File: config.mk
export PLATFORM = sky130hd
export DESIGN_NAME = vecdisp_done_timer
export DESIGN_NICKNAME = d
export VERILOG_FILES = /design/src/rtl/vdt_pkg.sv /design/src/rtl/vdt_oneshot.sv /design/src/rtl/vdt_colour_track.sv /design/src/rtl/vdt_done_flag.sv /design/src/rtl/vecdisp_done_timer.sv
export SDC_FILE = /design/constraint.sdc
export NUM_CORES = 1
export LEC_CHECK = 0
export BUFFER_PORTS_ARGS = -buffer_cell sky130_fd_sc_hd__buf_2
export CORE_ASPECT_RATIO = 2
export CORE_MARGIN = 3
export CORE_UTILIZATION = 50
export CTS_BUF_LIST = sky130_fd_sc_hd__clkbuf_8
export DETAILED_ROUTE_END_ITERATION = 8
export PLACE_DENSITY = 0.75
export REMOVE_ABC_BUFFERS = 1
export SLEW_MARGIN = 20
export SYNTH_ARGS = -nofsm -noshare
export SYNTH_HDL_FRONTEND = slang
export SYNTH_SLANG_ARGS = --single-unit
export TNS_END_PERCENT = 100
File: constraint.sdc
create_clock -name clk -period 5.55 [get_ports clk]
set_input_delay 1.3875 -clock clk [delete_from_list [all_inputs] [get_ports clk]]
set_output_delay 1.3875 -clock clk [all_outputs]
set_load 0.01 [all_outputs]
File: src/rtl/vdt_pkg.sv
`timescale 1ns/1ps
package vdt_pkg;

  localparam int unsigned NUM_TMR    = 4;
  localparam int unsigned TMR_MOVE   = 0;
  localparam int unsigned TMR_INTENS = 1;
  localparam int unsigned TMR_STAT   = 2;
  localparam int unsigned TMR_SETTLE = 3;

  typedef struct packed {
    logic ld_x;
    logic ld_y;
    logic intens;
    logic ld_stat;
  } cmd_t;

  // ceil(ns * kHz / 1e6) cycles, never below one
  function automatic int unsigned ns_to_cyc(input longint unsigned ns,
                                            input longint unsigned khz);
    longint unsigned c;
    c = (ns * khz + 64'd999999) / 64'd1000000;
    if (c == 0) c = 1;
    return int'(c);
  endfunction

  function automatic int unsigned max2(input int unsigned a, input int unsigned b);
    return (a > b) ? a : b;
  endfunction

endpackage

File: src/rtl/vdt_oneshot.sv
`timescale 1ns/1ps
// Retriggerable one-shot: busy for exactly len cycles after the start edge.
module vdt_oneshot #(
  parameter int unsigned W = 8
) (
  input  logic         clk,
  input  logic         rst,
  input  logic         start,
  input  logic [W-1:0] len,
  output logic         busy
);

  logic [W-1:0] cnt;

  always_ff @(posedge clk) begin
    if (rst) begin
      cnt  <= '0;
      busy <= 1'b0;
    end else if (start) begin
      cnt  <= len - 1'b1;
      busy <= 1'b1;
    end else if (cnt != '0) begin
      cnt  <= cnt - 1'b1;
    end else begin
      busy <= 1'b0;
    end
  end

endmodule

File: src/rtl/vdt_colour_track.sv
`timescale 1ns/1ps
// Holds the current colour and flags a status load that changes it.
module vdt_colour_track (
  input  logic clk,
  input  logic rst,
  input  logic ld,
  input  logic new_colour,
  output logic colour,
  output logic change
);

  assign change = ld && (new_colour != colour);

  always_ff @(posedge clk) begin
    if (rst)     colour <= 1'b0;
    else if (ld) colour <= new_colour;
  end

endmodule

File: src/rtl/vdt_done_flag.sv
`timescale 1ns/1ps
// Sets the ready flag on the rising edge of the all-idle condition.
module vdt_done_flag (
  input  logic clk,
  input  logic rst,
  input  logic all_idle,
  input  logic clear,
  output logic done
);

  logic idle_q;

  always_ff @(posedge clk) begin
    if (rst) begin
      idle_q <= 1'b1;
      done   <= 1'b0;
    end else begin
      idle_q <= all_idle;
      if (clear)                   done <= 1'b0;
      else if (all_idle && !idle_q) done <= 1'b1;
    end
  end

endmodule

File: src/rtl/vecdisp_done_timer.sv
`timescale 1ns/1ps
module vecdisp_done_timer
  import vdt_pkg::*;
#(
  parameter int unsigned CLK_KHZ        = 200000,
  parameter int unsigned MOVE_A_SHORT_NS = 2600,
  parameter int unsigned MOVE_A_LONG_NS  = 8800,
  parameter int unsigned MOVE_B_SHORT_NS = 3400,
  parameter int unsigned MOVE_B_LONG_NS  = 11000,
  parameter int unsigned INTENS_NS       = 6000,
  parameter int unsigned STAT_NS         = 500,
  parameter int unsigned SETTLE_NS       = 20000,
  parameter int unsigned ERASE_NS        = 1000
) (
  input  logic               clk,
  input  logic               rst,
  input  logic               cmd_ld_x,
  input  logic               cmd_ld_y,
  input  logic               cmd_intens,
  input  logic               cmd_ld_stat,
  input  logic               stat_colour,
  input  logic               len_long,
  input  logic               erase_ival,
  input  logic               clr_done,
  output logic               done,
  output logic [NUM_TMR-1:0] busy,
  output logic               erase_end
);

  localparam int unsigned L_AS  = ns_to_cyc(MOVE_A_SHORT_NS, CLK_KHZ);
  localparam int unsigned L_AL  = ns_to_cyc(MOVE_A_LONG_NS,  CLK_KHZ);
  localparam int unsigned L_BS  = ns_to_cyc(MOVE_B_SHORT_NS, CLK_KHZ);
  localparam int unsigned L_BL  = ns_to_cyc(MOVE_B_LONG_NS,  CLK_KHZ);
  localparam int unsigned L_INT = ns_to_cyc(INTENS_NS,       CLK_KHZ);
  localparam int unsigned L_STA = ns_to_cyc(STAT_NS,         CLK_KHZ);
  localparam int unsigned L_SET = ns_to_cyc(SETTLE_NS,       CLK_KHZ);
  localparam int unsigned L_ERA = ns_to_cyc(ERASE_NS,        CLK_KHZ);
  localparam int unsigned L_MAX = max2(max2(max2(L_AS, L_AL), max2(L_BS, L_BL)),
                                       max2(max2(L_INT, L_STA), max2(L_SET, L_ERA)));
  localparam int unsigned CW    = $clog2(L_MAX + 1);

  cmd_t cmd;
  assign cmd = '{ld_x: cmd_ld_x, ld_y: cmd_ld_y, intens: cmd_intens, ld_stat: cmd_ld_stat};

  logic any_cmd;
  assign any_cmd = cmd.ld_x | cmd.ld_y | cmd.intens | cmd.ld_stat;

  // colour state
  logic colour, colour_change;
  vdt_colour_track u_colour (
    .clk        (clk),
    .rst        (rst),
    .ld         (cmd.ld_stat),
    .new_colour (stat_colour),
    .colour     (colour),
    .change     (colour_change)
  );

  // movement length chosen by colour and length switch
  logic [CW-1:0] move_len;
  always_comb begin
    unique case ({colour, len_long})
      2'b00:   move_len = CW'(L_AS);
      2'b01:   move_len = CW'(L_AL);
      2'b10:   move_len = CW'(L_BS);
      default: move_len = CW'(L_BL);
    endcase
  end

  logic [NUM_TMR-1:0] tmr_start;
  logic [CW-1:0]      tmr_len [NUM_TMR];
  logic [NUM_TMR-1:0] tmr_busy;

  always_comb begin
    tmr_start[TMR_MOVE]   = cmd.ld_x | cmd.ld_y;
    tmr_start[TMR_INTENS] = cmd.intens;
    tmr_start[TMR_STAT]   = cmd.ld_stat;
    tmr_start[TMR_SETTLE] = colour_change;
    tmr_len[TMR_MOVE]     = move_len;
    tmr_len[TMR_INTENS]   = CW'(L_INT);
    tmr_len[TMR_STAT]     = CW'(L_STA);
    tmr_len[TMR_SETTLE]   = CW'(L_SET);
  end

  genvar g;
  generate
    for (g = 0; g < NUM_TMR; g++) begin : g_tmr
      vdt_oneshot #(.W(CW)) u_tmr (
        .clk   (clk),
        .rst   (rst),
        .start (tmr_start[g]),
        .len   (tmr_len[g]),
        .busy  (tmr_busy[g])
      );
    end
  endgenerate

  assign busy = tmr_busy;

  vdt_done_flag u_done (
    .clk      (clk),
    .rst      (rst),
    .all_idle (tmr_busy == '0),
    .clear    (any_cmd | clr_done),
    .done     (done)
  );

  // end-of-erase pulse, outside the completion AND
  logic erase_q;
  always_ff @(posedge clk) begin
    if (rst) erase_q <= 1'b0;
    else     erase_q <= erase_ival;
  end

  vdt_oneshot #(.W(CW)) u_erase (
    .clk   (clk),
    .rst   (rst),
    .start (erase_q & ~erase_ival),
    .len   (CW'(L_ERA)),
    .busy  (erase_end)
  );

endmodule

Yosys cells after proc, flatten, opt, wreduce, memory -nomap -nowiden
Index checks and enable logic that the tools add are counted.
Widths: inputs -> output; s select.
{"block": "totals", "ff_bits": 69, "wordCells": 79}
{"block": "op_classes", "add_sub_neg": 6, "eq_ne": 8, "mux": 21, "bitwise_logic": 6, "n_reduce_logical": 20}
{"op": "$sub 12x1->12 const B", "count": 6}
{"op": "$reduce_bool 12->1", "count": 5}
{"op": "$mux 12", "count": 4}
{"op": "$pmux 12 s3", "count": 1}
{"op": "$mux 11", "count": 2}
{"op": "$mux 8", "count": 2}
{"op": "$mux 7", "count": 2}
{"op": "$mux 1", "count": 10}
{"op": "$reduce_bool 2->1", "count": 5}
{"op": "$reduce_or 2->1", "count": 5}
{"op": "$ne 2x2->1 const B", "count": 3}
{"op": "$logic_not 4->1", "count": 1}
{"op": "$ne 2x1->1 const B", "count": 2}
{"op": "$or 1x1->1", "count": 4}
{"op": "$eq 2x1->1 const B", "count": 1}
{"op": "$eq 2x2->1 const B", "count": 1}
{"op": "$logic_and 1x1->1", "count": 2}
{"op": "$logic_not 2->1", "count": 1}
{"op": "$and 1x1->1", "count": 1}
{"op": "$logic_not 1->1", "count": 1}
{"op": "$ne 1x1->1", "count": 1}
{"op": "$not 1->1", "count": 1}

Logic depth before layout (Yosys ltp)
Gate-level depths: netlist of the first run.
{"block": "depth", "depth_word": 5, "depth_mapped": 9}

Modules after synthesis
A second synthesis of the first run with hierarchy kept.
{"block": "hier_totals", "cells_unflattened": 473, "hier_area_um2": 4296.6}
{"module": "vdt_oneshot", "instances": 5, "cells_per_inst": 89, "area_each_um2": 809.5, "seq_area_each_um2": 260.2}
{"module": "vecdisp_done_timer", "instances": 1, "cells_per_inst": 17, "area_each_um2": 128.9, "seq_area_each_um2": 20.0}
{"module": "vdt_done_flag", "instances": 1, "cells_per_inst": 6, "area_each_um2": 71.3, "seq_area_each_um2": 40.0}
{"module": "vdt_colour_track", "instances": 1, "cells_per_inst": 5, "area_each_um2": 48.8, "seq_area_each_um2": 20.0}

Worst setup path after synthesis of the first run
Ideal clock, no wire load.
{"block": "synth_path", "path_type": "input -> register", "startpoint": "input cmd_ld_y", "endpoint": "register g_tmr[0].u_tmr.cnt[10]", "arrival_ns": 2.775, "t_required_ns": 5.422, "path_slack_ns": 2.648, "path_stages": 9, "n_path_buf": 1, "path_cell_list": "clkbuf_1 -> nor2_1 -> nand2_1 -> ha_1 -> nor3b_1 -> nand2_1 -> a211oi_1 -> xor2_1 -> nor2_1"}
{"block": "synth_via", "elab_chain_len": 2, "word_cells_on_any_way": 3, "classes_between": "mux: 1; bitwise: 1; reduce/logical: 1"}
{"item": "start: declaration", "line_no": "vecdisp_done_timer.sv:18", "source": "input logic cmd_ld_y,"}
{"item": "$or 1x1->1 (*)", "line_no": "vecdisp_done_timer.sv:75", "source": "tmr_start[TMR_MOVE] = cmd.ld_x | cmd.ld_y;"}
{"item": "$mux 12 / $reduce_bool 2->1 (equally long branches)"}
{"item": "end signal: assignment", "line_no": "vdt_oneshot.sv:20", "source": "cnt <= len - 1'b1;"}
{"item": "end signal: assignment", "line_no": "vdt_oneshot.sv:23", "source": "cnt <= cnt - 1'b1;"}
{"item": "end: declaration", "line_no": "vdt_oneshot.sv:13", "source": "logic [W-1:0] cnt;"}
Mark *: on every way between the ends. The rest lies on a longest branch, timed or not.
A chain may end at the register's enable or synchronous reset.

Worst setup path after layout of the first run
{"block": "layout_path", "startpoint": "input cmd_ld_y", "endpoint": "register g_tmr[0].u_tmr.cnt[8]"}
The elaborated chain is that of the path after synthesis.

==> impl_summary.md, run 1 <==
GRT
The number of global-route vias before repair is 2869. The total grt overflow is 0. Across every metal layer, demand over resource in global routing totals 0.194. The initial antenna violation count was 0. The first global-routing pass estimated ~12000 um of wire. Entering global routing, the biggest net connects 43 pins.

Cells and area
In the final layout, the share of cells above drive strength 1 is 0.0861. Leaving out filler cells and counting taps, the final layout contains between 500 and 600. The area overhead of the layout relative to synthesis is 8.36%. The final net count is 436. The area of all placed cells without fillers is 0.00368 mm^2. Fill cells in the final layout number 627.

The total area of multi-input combinational cells is roughly 0.0019 mm^2. The area used by sequential logic in the layout is 0.00138 mm^2. The repair_antennas step left the layout with diodes totalling 0.

Synth
Counting flops with an async set or reset pin after synthesis yields a share of 0. Counting every instance in the synthesized netlist gives ~410. The register bit count reported by yosys is 69. The sequential fraction of the synthesis area is 0.407. A synthesized cell averages 8.38 um^2. The post-synthesis instance area is roughly 0.0034 mm^2. The dominant register cell in the synthesized netlist is sky130_fd_sc_hd__dfxtp_1.

The Yosys step of the flow raised 0 warnings. Yosys attributes the largest share of cell area to sky130_fd_sc_hd__dfxtp_1, sky130_fd_sc_hd__a21oi_1, sky130_fd_sc_hd__nor2_1. Of the post-synthesis cell area, the dominant cell type holds 0.407. The count of different cell masters after synthesis is 44. In this run, synthesis inferred 0 flip-flops with an integrated enable. Summed over all instances, the cell type with the most area after synthesis is sky130_fd_sc_hd__dfxtp_1.

Routing
Before antenna repair, the detailed router went through 4 iterations. The remaining antenna violation count is 0. The count of vias placed by the detailed router is ~2800. The total wire length is 6860 um. In the final routed layout, each cell accounts on average for 13.6 um. The detailed router finished its first iteration with 157 violations. The average vias per placed instance is ~5.6. The number of design rule violations left after detail routing is 0.

Outcome
The run finished with clean final reports.

STA
Timing would allow up to 369 MHz. The share of the clock period used by the worst path is 0.488. Setup violations remaining at the end of the flow were counted as 0. The smallest clock period supported by the final layout is computed as 2710 ps. The headroom to the max-slew limit is 0.430.

For the pin with the worst max-slew slack, the measured transition is 843 ps. Setup slack on the critical path of the routed design comes to roughly 2800 ps. In the final timing run, aggregate negative setup slack is 0 ps. The final count of hold timing violations is 0. The number of pins with negative max-slew slack in the final report was 0. Setup repair after global routing left no endpoint under its margin. The worst setup skew after layout is 11.4 ps.

Setup path
The setup check on the worst reg-to-reg path leaves a slack of 3260 ps. The data required time of the worst path is 5820 ps. The classification of the worst setup path is primary input to flop. The startpoint of the lowest-slack register-to-register path is g_tmr[3].u_tmr.cnt[0]. The worst setup path is launched from a primary input. The arrival time at the worst endpoint is 2970 ps. The highest net fanout along the worst path is 8.

The worst setup path is captured at a flop. For the worst flop-to-flop path, the logic depth is 7. The reg-to-reg critical path endpoint is g_tmr[3].u_tmr.cnt[3].

Die
The full die area is 0.00788 mm^2. The die is 64.3 um wide. The number of top-level pins is 16.

The initial utilization of the core area, before any placement, comes to 0.525. The core region is 0.00646 mm^2. The overall die height is ~120 um. The floorplan has 41 rows.

Clock network
TritonCTS built the clock tree. The count of buffers added by post-CTS timing repair for setup is 0. The clock net in this run drives a total of 69 sinks. After clock tree synthesis, the clock-pin slew on the worst setup and hold paths is roughly 70 ps. The largest buffer count on any clock path is 2. The root buffer cell is sky130_fd_sc_hd__clkbuf_8.

The source-to-sink clock delay at the later pin of the worst-skew pair is 340 ps. TritonCTS created 9 clock buffers. The number of resized instances in the post-cts repair step is 0. In this run the number of H-tree levels came out at 3. Buffers inserted to repair hold after CTS numbered 0.

Place
The cell total after placement is 488. The placer congestion estimate is roughly 0.9. During placement, the flow inserted port buffers numbering 15. Detailed placement ended at an HPWL of 4970 um. Prior to clock tree synthesis, the placed netlist has a worst setup slack of 2520 ps.

In this run the cell area measured after placement is between 0.003 and 0.004 mm^2.

Pwr
The overall power is 1460 uW. In this run the power density over the cells is roughly 400 mW/mm^2. The analysis attributes to cell leakage a power of 0.00146 uW.

VDD sags by at most 0.189 mV.

Worst hold path
The path class of the lowest-slack min-delay path is flop to flop. For hold timing, the worst endpoint is u_erase.busy. The number of cells traversed by the worst hold path is 2. The worst hold path begins at u_erase.busy.

Job
Across the run, the number of max-cap violations was 0.
report_power, final:
group / internal [uW] / switching, uW / total (uW)
combinational: 187 / 233 / 420
clock: 215 / 186 / 401
sequential: 569 / 69.7 / 639
cells in the final DEF, fill, tap and decap left out, types with 9 or more instances in the layout:
cell type and instances:
sky130_fd_sc_hd__dfxtp_1 69, sky130_fd_sc_hd__nor2_1 45, sky130_fd_sc_hd__a21oi_1 41, sky130_fd_sc_hd__nand2_1 37, sky130_fd_sc_hd__inv_1 20, sky130_fd_sc_hd__nor3_1 19
sky130_fd_sc_hd__xnor2_1 19, sky130_fd_sc_hd__xor2_1 18, sky130_fd_sc_hd__nor4_1 17, sky130_fd_sc_hd__buf_2 15, sky130_fd_sc_hd__ha_1 13, sky130_fd_sc_hd__clkbuf_8 10
sky130_fd_sc_hd__nor3b_1 9, sky130_fd_sc_hd__nand3_1 9
Yosys cell counts, types with 2 or more instances:
| master | number |
|---|---|
| sky130_fd_sc_hd__a211oi_1 | 3 |
| sky130_fd_sc_hd__a21oi_1 | 41 |
| sky130_fd_sc_hd__a311oi_1 | 2 |
| sky130_fd_sc_hd__a31oi_1 | 7 |
| sky130_fd_sc_hd__and3_1 | 2 |
| sky130_fd_sc_hd__buf_1 | 3 |
| sky130_fd_sc_hd__buf_4 | 4 |
| sky130_fd_sc_hd__clkbuf_1 | 9 |
| sky130_fd_sc_hd__dfxtp_1 | 69 |
| sky130_fd_sc_hd__ha_1 | 13 |
| sky130_fd_sc_hd__inv_1 | 18 |
| sky130_fd_sc_hd__mux2i_1 | 8 |
| sky130_fd_sc_hd__nand2_1 | 37 |
| sky130_fd_sc_hd__nand2b_1 | 7 |
| sky130_fd_sc_hd__nand3_1 | 9 |
| sky130_fd_sc_hd__nand4_1 | 2 |
| sky130_fd_sc_hd__nor2_1 | 45 |
| sky130_fd_sc_hd__nor3_1 | 19 |
| sky130_fd_sc_hd__nor3b_1 | 9 |
| sky130_fd_sc_hd__nor4_1 | 17 |
| sky130_fd_sc_hd__nor4b_1 | 2 |
| sky130_fd_sc_hd__o21ai_0 | 8 |
| sky130_fd_sc_hd__o31ai_1 | 4 |
| sky130_fd_sc_hd__o41ai_1 | 2 |
| sky130_fd_sc_hd__or2_2 | 3 |
| sky130_fd_sc_hd__or3_1 | 8 |
| sky130_fd_sc_hd__or4_1 | 2 |
| sky130_fd_sc_hd__xnor2_1 | 19 |
| sky130_fd_sc_hd__xor2_1 | 18 |
through the flow:
stage          utilization  hold slack, ps
2_1_floorplan            -             433
5_1_grt              0.569             479
3_3_place_gp         0.539             443
4_1_cts              0.569             457
3_5_place_dp         0.539             447
6_report             0.569             454
area by class of cell:
cell class,instances,area share
flip-flops and latches,69,0.375
repair buffers,15,0.0204
clock inverters,6,0.0150
well taps,86,0.0292
clock buffers,10,0.0374
inverters,18,0.0184
multi-input cells,300,0.504
flip-flops by register name, summed over array words and instances (netlist names):
signal / count
u_erase.busy: 1
u_colour.colour: 1
g_tmr.u_tmr.cnt: 48
erase_q: 1
u_done.idle_q: 1
u_done.done: 1
g_tmr.u_tmr.busy: 4
u_erase.cnt: 12
cells by family after synthesis:
kind of cell	count (synthesis)	share of synthesized area
AND/OR/NAND/NOR	169	0.254
buffers and inverters	36	0.0468
XOR/XNOR	37	0.0954
adder cells (fa/ha/maj)	13	0.0479
flip-flops	69	0.407
multiplexers	9	0.0269
AO/OA/AOI/OAI	72	0.122
worst max-delay path by stage:
stage	start	end	slack (ps)	depth (start not counted)
2_1_floorplan	cmd_ld_y	g_tmr[0].u_tmr.cnt[8]	2880	7
3_3_place_gp	cmd_ld_y	g_tmr[0].u_tmr.cnt[8]	2580	8
3_5_place_dp	cmd_ld_y	g_tmr[0].u_tmr.cnt[8]	2520	8
4_1_cts	cmd_ld_y	g_tmr[0].u_tmr.cnt[8]	2890	8
5_1_grt	cmd_ld_y	g_tmr[0].u_tmr.cnt[11]	2590	6
6_report	cmd_ld_y	g_tmr[0].u_tmr.cnt[8]	2840	8
worst max-delay path: stages:
cell	delay [ps]
sky130_fd_sc_hd__buf_2	140
sky130_fd_sc_hd__nor2_1	330
sky130_fd_sc_hd__nand2_1	110
sky130_fd_sc_hd__ha_1	270
sky130_fd_sc_hd__o2111ai_1	290
sky130_fd_sc_hd__a21oi_1	140
sky130_fd_sc_hd__a21o_1	200
sky130_fd_sc_hd__a21oi_1	110
layer usage:
layer	GRT usage	up-vias	wire length, um
met4	0.154	0	235
met1	0.178	1327	2630
li1	-	1438	-
met3	0.0366	16	192
met5	0	-	0
met2	0.359	47	3800
Note: power is estimated with default switching activity, not from simulation.
==> run 2, diff against run 1 <==
Settings changed: PLACE_DENSITY 0.75 to 0.78.
Clock period 5.55 ns to 2.4 ns, I/O delays scaled along.
==> impl_summary.md, run 2 (synthesized netlist as in run 1, its figures left out) <==
Clock network
The number of hold buffers added after cts is 0 (unchanged). The source-to-sink clock delay at the later pin of the worst-skew pair is 340 ps (about the same). The largest buffer count on any clock path came to 2 (unchanged). The count of buffers added by post-CTS timing repair for setup is 0 (unchanged).

The clock tree from TritonCTS is yes (unchanged). The clock-pin slew on the worst setup and hold paths is 70 ps (about the same). The number of H-tree branching levels came to 3 (unchanged). The number of clock buffers inserted by TritonCTS is 9 (unchanged). The number of resized instances in the post-cts repair step is 0 (unchanged). The root buffer cell is sky130_fd_sc_hd__clkbuf_8 (unchanged). The number of clock sinks was 69 (unchanged).

Die
The die width was 64.3 um (unchanged). The number of top-level pins came to 16 (unchanged). The full die area came to 0.00788 mm^2 (unchanged). The placeable core region is 0.00646 mm^2 (unchanged).

The starting density of the core was 0.525 (unchanged). The overall die height is 123 um (unchanged). The number of rows in the core area came to 41 (unchanged).

STA
The final count of negative-setup-slack endpoints was 0 (unchanged). Setup repair after global routing missed its margin: false (unchanged). The final count of hold timing violations came to 0 (unchanged). The worst setup skew after layout is 7.30 ps (was 11.4 ps). The headroom to the max-slew limit is 0.519 (was 0.430). The number of pins with negative max-slew slack in the final report is 0 (unchanged). The final setup slack of the worst path is 175 ps (was 2840 ps). Timing would allow up to 449 MHz. The post-layout minimum cycle time is about 2200 ps. The slew of the pin with the lowest slew margin is 715 ps (was 843 ps). The smallest hold slack is 470 ps (was 454 ps). The sum of negative setup slack is 0 ps (unchanged). Of the available clock period, the critical path in the final layout requires 0.927.

Cells and area
The number of antenna cells inserted was 0 (unchanged). Registers with the most flip-flops: g_tmr.u_tmr.cnt (48), u_erase.cnt (12), g_tmr.u_tmr.busy (4) (unchanged). Top library cells by usage in the layout, fill and taps aside: sky130_fd_sc_hd__dfxtp_1, sky130_fd_sc_hd__nor2_1, sky130_fd_sc_hd__a21oi_1 (unchanged).

The count of placed standard cells in the final layout, fillers left out was 511 (was 504). The share of post-route cells with drive strength above 1 is 0.104 (was 0.0861). The number of fillers in the final layout was 610 (was 627). The most common library cell in the layout ignoring fill and taps is sky130_fd_sc_hd__dfxtp_1 (unchanged). The area used by sequential logic in the layout is 0.00138 mm^2 (unchanged). The register with the highest flop count was g_tmr.u_tmr.cnt (unchanged). The flip-flop count of the largest register, all copies and words added is 48 (unchanged). The area overhead of the layout relative to synthesis is 10.8% (was 8.36%). The total area of multi-input combinational cells is 0.00186 mm^2 (unchanged). The final net count is 444 (was 436).

Routing
The length of routed met2 wiring is 3910 um (was 3800 um). The count of vias placed by the detailed router is 2956 (was 2828). The average vias per placed instance is 5.78 (was 5.61). The highest routed metal layer is met4 (unchanged).

The detailed-routed wire length on met3 is 235 um (was 192 um). The average routed wire per standard cell is 13.9 um (was 13.6 um). The number of optimization iterations in the first detailed-route pass is 4 (unchanged). The violation count after the first detailed-route iteration is 107 (was 157).

The remaining antenna violation count is 0 (unchanged). The total wire length is 7100 um (was 6860 um). The number of design rule violations left after detail routing was 0 (unchanged). The met1 wire length came to 2640 um (was 2630 um).

Pwr
The cell leakage power is 0.00151 uW (was 0.00146 uW). The maximum vdd drop is 0.520 mV (was 0.189 mV). The power per standard cell area is 930 mW/mm^2 (was 397 mW/mm^2).

Outcome
Run status: completed (unchanged).

Setup path
The arrival time at the worst endpoint was 2460 ps (was 2970 ps). The highest net fanout along the worst path was 6 (was 8). The sort of element at the start of the critical path is a flop (was primary input).

The endpoint kind of the worst setup timing path is a flop (unchanged). The classification of the worst setup path is flop to flop (was primary input to flop). The data required time of the worst path is 2630 ps (was 5820 ps).

GRT
The total grt overflow is 0 (unchanged). The pin count of the biggest net entering global routing came to 20 (was 43). The initial antenna violation count is 0 (unchanged). The number of global-route vias before repair is 2948 (was 2869). The aggregate global-route resource usage was 0.198 (was 0.194). The wire length of the first global-routing pass is 12300 um (was 11900 um).

Place
The placer congestion estimate is 0.885 (was 0.893). The worst setup slack after placement was 191 ps (was 2520 ps). The cell total after placement was 496 (was 488). The number of buffers inserted by port buffering is 15 (unchanged).

The estimated wirelength of the detail-placed design is 5350 um (was 4970 um).

Worst hold path
The path class of the lowest-slack min-delay path is flop to flop (unchanged).

Job
The number of max-cap violations came to 0 (unchanged).
run 2: cell types whose count changed in the layout (fill, tap and decap cells not counted), sizes merged:
cell	change
buf	+8
bufinv	+1
clkinv	-1
inv	-1
run 2: layer usage:
| metal | GRT usage | vias to the layer above |
|---|---|---|
| li1 | - | 1452 |
| met1 | 0.187 | 1406 |
| met2 | 0.372 | 67 |
| met3 | 0.0394 | 31 |
| met4 | 0.135 | 0 |
| met5 | 0 | - |
run 2: power by group:
group / leakage (uW) / internal [uW] / switching (uW)
sequential: 0.000571 / 1320 / 164
clock: 0.000110 / 602 / 410
combinational: 0.000827 / 446 / 559
run 2: per-stage QoR:
stage	util	power, uW	area [um^2]
after global placement	0.549	2460	3550
after global routing	0.582	3750	3760
final	0.582	3500	3760
after CTS	0.582	3530	3760
after floorplan	-	2250	3300
after detailed placement	0.549	2500	3550
run 2: critical path, cell delays in order (launching register included):
cell and delay [ps]:
sky130_fd_sc_hd__dfxtp_1 350, sky130_fd_sc_hd__inv_1 70, sky130_fd_sc_hd__ha_1 240, sky130_fd_sc_hd__or4b_4 530
sky130_fd_sc_hd__or4_4 580, sky130_fd_sc_hd__nand2_1 120, sky130_fd_sc_hd__xor2_1 150, sky130_fd_sc_hd__a21oi_1 80
run 2: path summary, 6_finish.rpt:
| path | start | endpoint | slack (ps) | cells past startpoint |
|---|---|---|---|---|
| setup reg to reg | g_tmr[3].u_tmr.cnt[0] | g_tmr[3].u_tmr.cnt[2] | 180 | 7 |
| hold reg to reg | u_done.done | u_done.done | 470 | 2 |
| hold / removal | u_done.done | u_done.done | 470 | 2 |
| setup / recovery | g_tmr[3].u_tmr.cnt[0] | g_tmr[3].u_tmr.cnt[2] | 180 | 7 |
run 2: cell type report:
type	instances	area share
clock buffer	10	0.0366
inverter	18	0.0180
tap	86	0.0286
multi-input combinational	300	0.493
timing repair buffer	23	0.0359
sequential	69	0.367
clock inverter	5	0.0203
==> run 3, diff against run 2 <==
Settings changed: CORE_ASPECT_RATIO 2 to 1.75, GPL_TIMING_DRIVEN set to 0, SKIP_CTS_REPAIR_TIMING set to 1.
==> impl_summary.md, run 3 (synthesized netlist as in run 1, its figures left out) <==
Cells and area
The number of fillers in the final layout is 617 (was 610). The area of all placed cells without fillers came to 0.00371 mm^2 (was 0.00376 mm^2). Top library cells by usage in the layout, fill and taps aside: sky130_fd_sc_hd__dfxtp_1, sky130_fd_sc_hd__nor2_1, sky130_fd_sc_hd__a21oi_1 (unchanged).

The final net count is 436 (was 444). The area overhead of the layout relative to synthesis is 9.17% (was 10.8%). The most common library cell in the layout ignoring fill and taps was sky130_fd_sc_hd__dfxtp_1 (unchanged). The number of antenna cells inserted came to 0 (unchanged). The flip-flop count of the largest register, all copies and words added is 48 (unchanged). Registers with the most flip-flops: g_tmr.u_tmr.cnt (48), u_erase.cnt (12), g_tmr.u_tmr.busy (4) (unchanged). The register with the highest flop count is g_tmr.u_tmr.cnt (unchanged). The share of post-route cells with drive strength above 1 is 0.0885 (was 0.104).

The count of placed standard cells in the final layout, fillers left out is 500 (was 511).

GRT
The initial antenna violation count is 0 (unchanged). The number of global-route vias before repair is 2772 (was 2948). The pin count of the biggest net entering global routing came to 43 (was 20). The total grt overflow is 0 (unchanged).

The aggregate global-route resource usage is 0.191 (was 0.198). The wire length of the first global-routing pass is 11600 um (was 12300 um).

Clock network
The clock-pin slew on the worst setup and hold paths came to 80 ps (was 70 ps). The largest buffer count on any clock path is 2 (unchanged). The root buffer cell is sky130_fd_sc_hd__clkbuf_8 (unchanged). The clock tree from TritonCTS is yes (unchanged). The source-to-sink clock delay at the later pin of the worst-skew pair is 350 ps (was 340 ps). The number of H-tree branching levels was 3 (unchanged). The number of clock buffers inserted by TritonCTS is 9 (unchanged). The number of clock sinks is 69 (unchanged).

Setup path
The capture point of the critical path is g_tmr[3].u_tmr.cnt[2] (unchanged). The number of cells traversed by the worst register-to-register path is 7 (unchanged). The arrival time at the worst endpoint was 2480 ps (was 2460 ps). The classification of the worst setup path is flop to flop (unchanged).

The endpoint kind of the worst setup timing path was a flop (unchanged). The sort of element at the start of the critical path is a flop (unchanged). The data required time of the worst path is 2600 ps (was 2630 ps). The highest net fanout along the worst path is 6 (unchanged).

The register-to-register setup slack was 130 ps (was 180 ps). The launch point of the worst path is g_tmr[3].u_tmr.cnt[0] (unchanged). The startpoint of the lowest-slack register-to-register path is g_tmr[3].u_tmr.cnt[0] (unchanged). The reg-to-reg critical path endpoint is g_tmr[3].u_tmr.cnt[2] (unchanged).

STA
The final count of negative-setup-slack endpoints was 0 (unchanged). The post-layout minimum cycle time is 2270 ps (was 2220 ps). The final count of hold timing violations is 0 (unchanged). Setup repair after global routing missed its margin: false (unchanged). The number of pins with negative max-slew slack in the final report is 0 (unchanged). The smallest hold slack was 464 ps (was 470 ps). The headroom to the max-slew limit is 0.420 (was 0.519).

The slew of the pin with the lowest slew margin is 861 ps (was 715 ps). The worst setup skew after layout is 7.44 ps (was 7.30 ps). The share of the clock period used by the worst path was 0.947 (was 0.927).

The sum of negative setup slack is 0 ps (unchanged). The top achievable clock speed was 440 MHz (was 449 MHz).

Die
The number of top-level pins came to 16 (unchanged). The full die area is 0.00786 mm^2 (was 0.00788 mm^2). The starting density of the core is 0.519 (was 0.525). The overall die height is 115 um (was 123 um). The placeable core region is 0.00654 mm^2 (was 0.00646 mm^2). The die width is 68.3 um (was 64.3 um). The number of rows in the core area is 39 (was 41).

Worst hold path
The path class of the lowest-slack min-delay path is flop to flop (unchanged). The launch point of the worst hold path is u_erase.busy (was u_done.done).

Job
The number of max-cap violations is 0 (unchanged).

Routing
The violation count after the first detailed-route iteration is 194 (was 107). The number of optimization iterations in the first detailed-route pass is 4 (unchanged). The total wire length was 6680 um (was 7100 um). The count of vias placed by the detailed router came to 2854 (was 2956). The average routed wire per standard cell was 13.4 um (was 13.9 um). The average vias per placed instance is 5.71 (was 5.78). The remaining antenna violation count was 0 (unchanged). The met1 wire length is 2710 um (was 2640 um). The highest routed metal layer is met4 (unchanged). The detailed-routed wire length on met3 is 275 um (was 235 um). The length of routed met2 wiring is 3450 um (was 3910 um). The number of design rule violations left after detail routing is 0 (unchanged).

Pwr
The cell leakage power was 0.00147 uW (was 0.00151 uW). The power per standard cell area came to 943 mW/mm^2 (was 930 mW/mm^2). The overall power is 3490 uW (was 3500 uW). The maximum vdd drop is 0.605 mV (was 0.520 mV).

Place
The placer congestion estimate is 0.886 (was 0.885). The estimated wirelength of the detail-placed design came to 4680 um (was 5350 um). The number of buffers inserted by port buffering came to 15 (unchanged). The post-placement cell area is 0.00348 mm^2 (was 0.00355 mm^2). The cell total after placement is 484 (was 496).

Outcome
Run status: completed (unchanged).
## run 3: cell count changes in the layout (fill, tap and decap cells not counted), sizes merged
cell / change
buf: -8
clkinvlp: +1
## run 3: critical path, stage by stage (launching register included)
cell	delay [ps]
sky130_fd_sc_hd__dfxtp_1	350
sky130_fd_sc_hd__inv_1	70
sky130_fd_sc_hd__ha_1	260
sky130_fd_sc_hd__or4b_4	530
sky130_fd_sc_hd__or4_4	590
sky130_fd_sc_hd__nand2_1	110
sky130_fd_sc_hd__xor2_1	140
sky130_fd_sc_hd__a21oi_1	80
## run 3: where the power goes
group	switching [uW]	internal, uW	leakage (uW)	total [uW]
combinational	537	430	0.000788	967
sequential	161	1320	0.000571	1480
clock	439	611	0.000110	1050
total	1140	2360	0.00147	3490
## run 3: final cells by class
class                   instances  area (um^2)  area share
repair buffers                 15         75.1      0.0202
clock inverters                 6         87.6      0.0236
multi-input cells             300         1860       0.501
flip-flops and latches         69         1380       0.373
inverters                      18         67.6      0.0182
well taps                      82          103      0.0277
clock buffers                  10          138      0.0371
## run 3: worst min-delay path by stage
stage                             end  cells after the start
6_report                 u_erase.busy                      2
5_1_grt        g_tmr[1].u_tmr.cnt[10]                      2
4_1_cts                       erase_q                      2
3_5_place_dp             u_erase.busy                      2
3_3_place_gp             u_erase.busy                      2
2_1_floorplan   g_tmr[0].u_tmr.cnt[0]                      1
## run 3: per-stage QoR
stage,utilization,setup WS (ps)
floorplan,-,321
global placement,0.533,171
detailed placement,0.533,97.5
CTS,0.567,125
global route,0.567,5.84
finish,0.567,127
## run 3: per-layer routing
layer,up-vias,GRT usage
met4,0,0.130
met1,1335,0.201
met5,-,0
met3,21,0.0411
li1,1429,-
met2,69,0.327
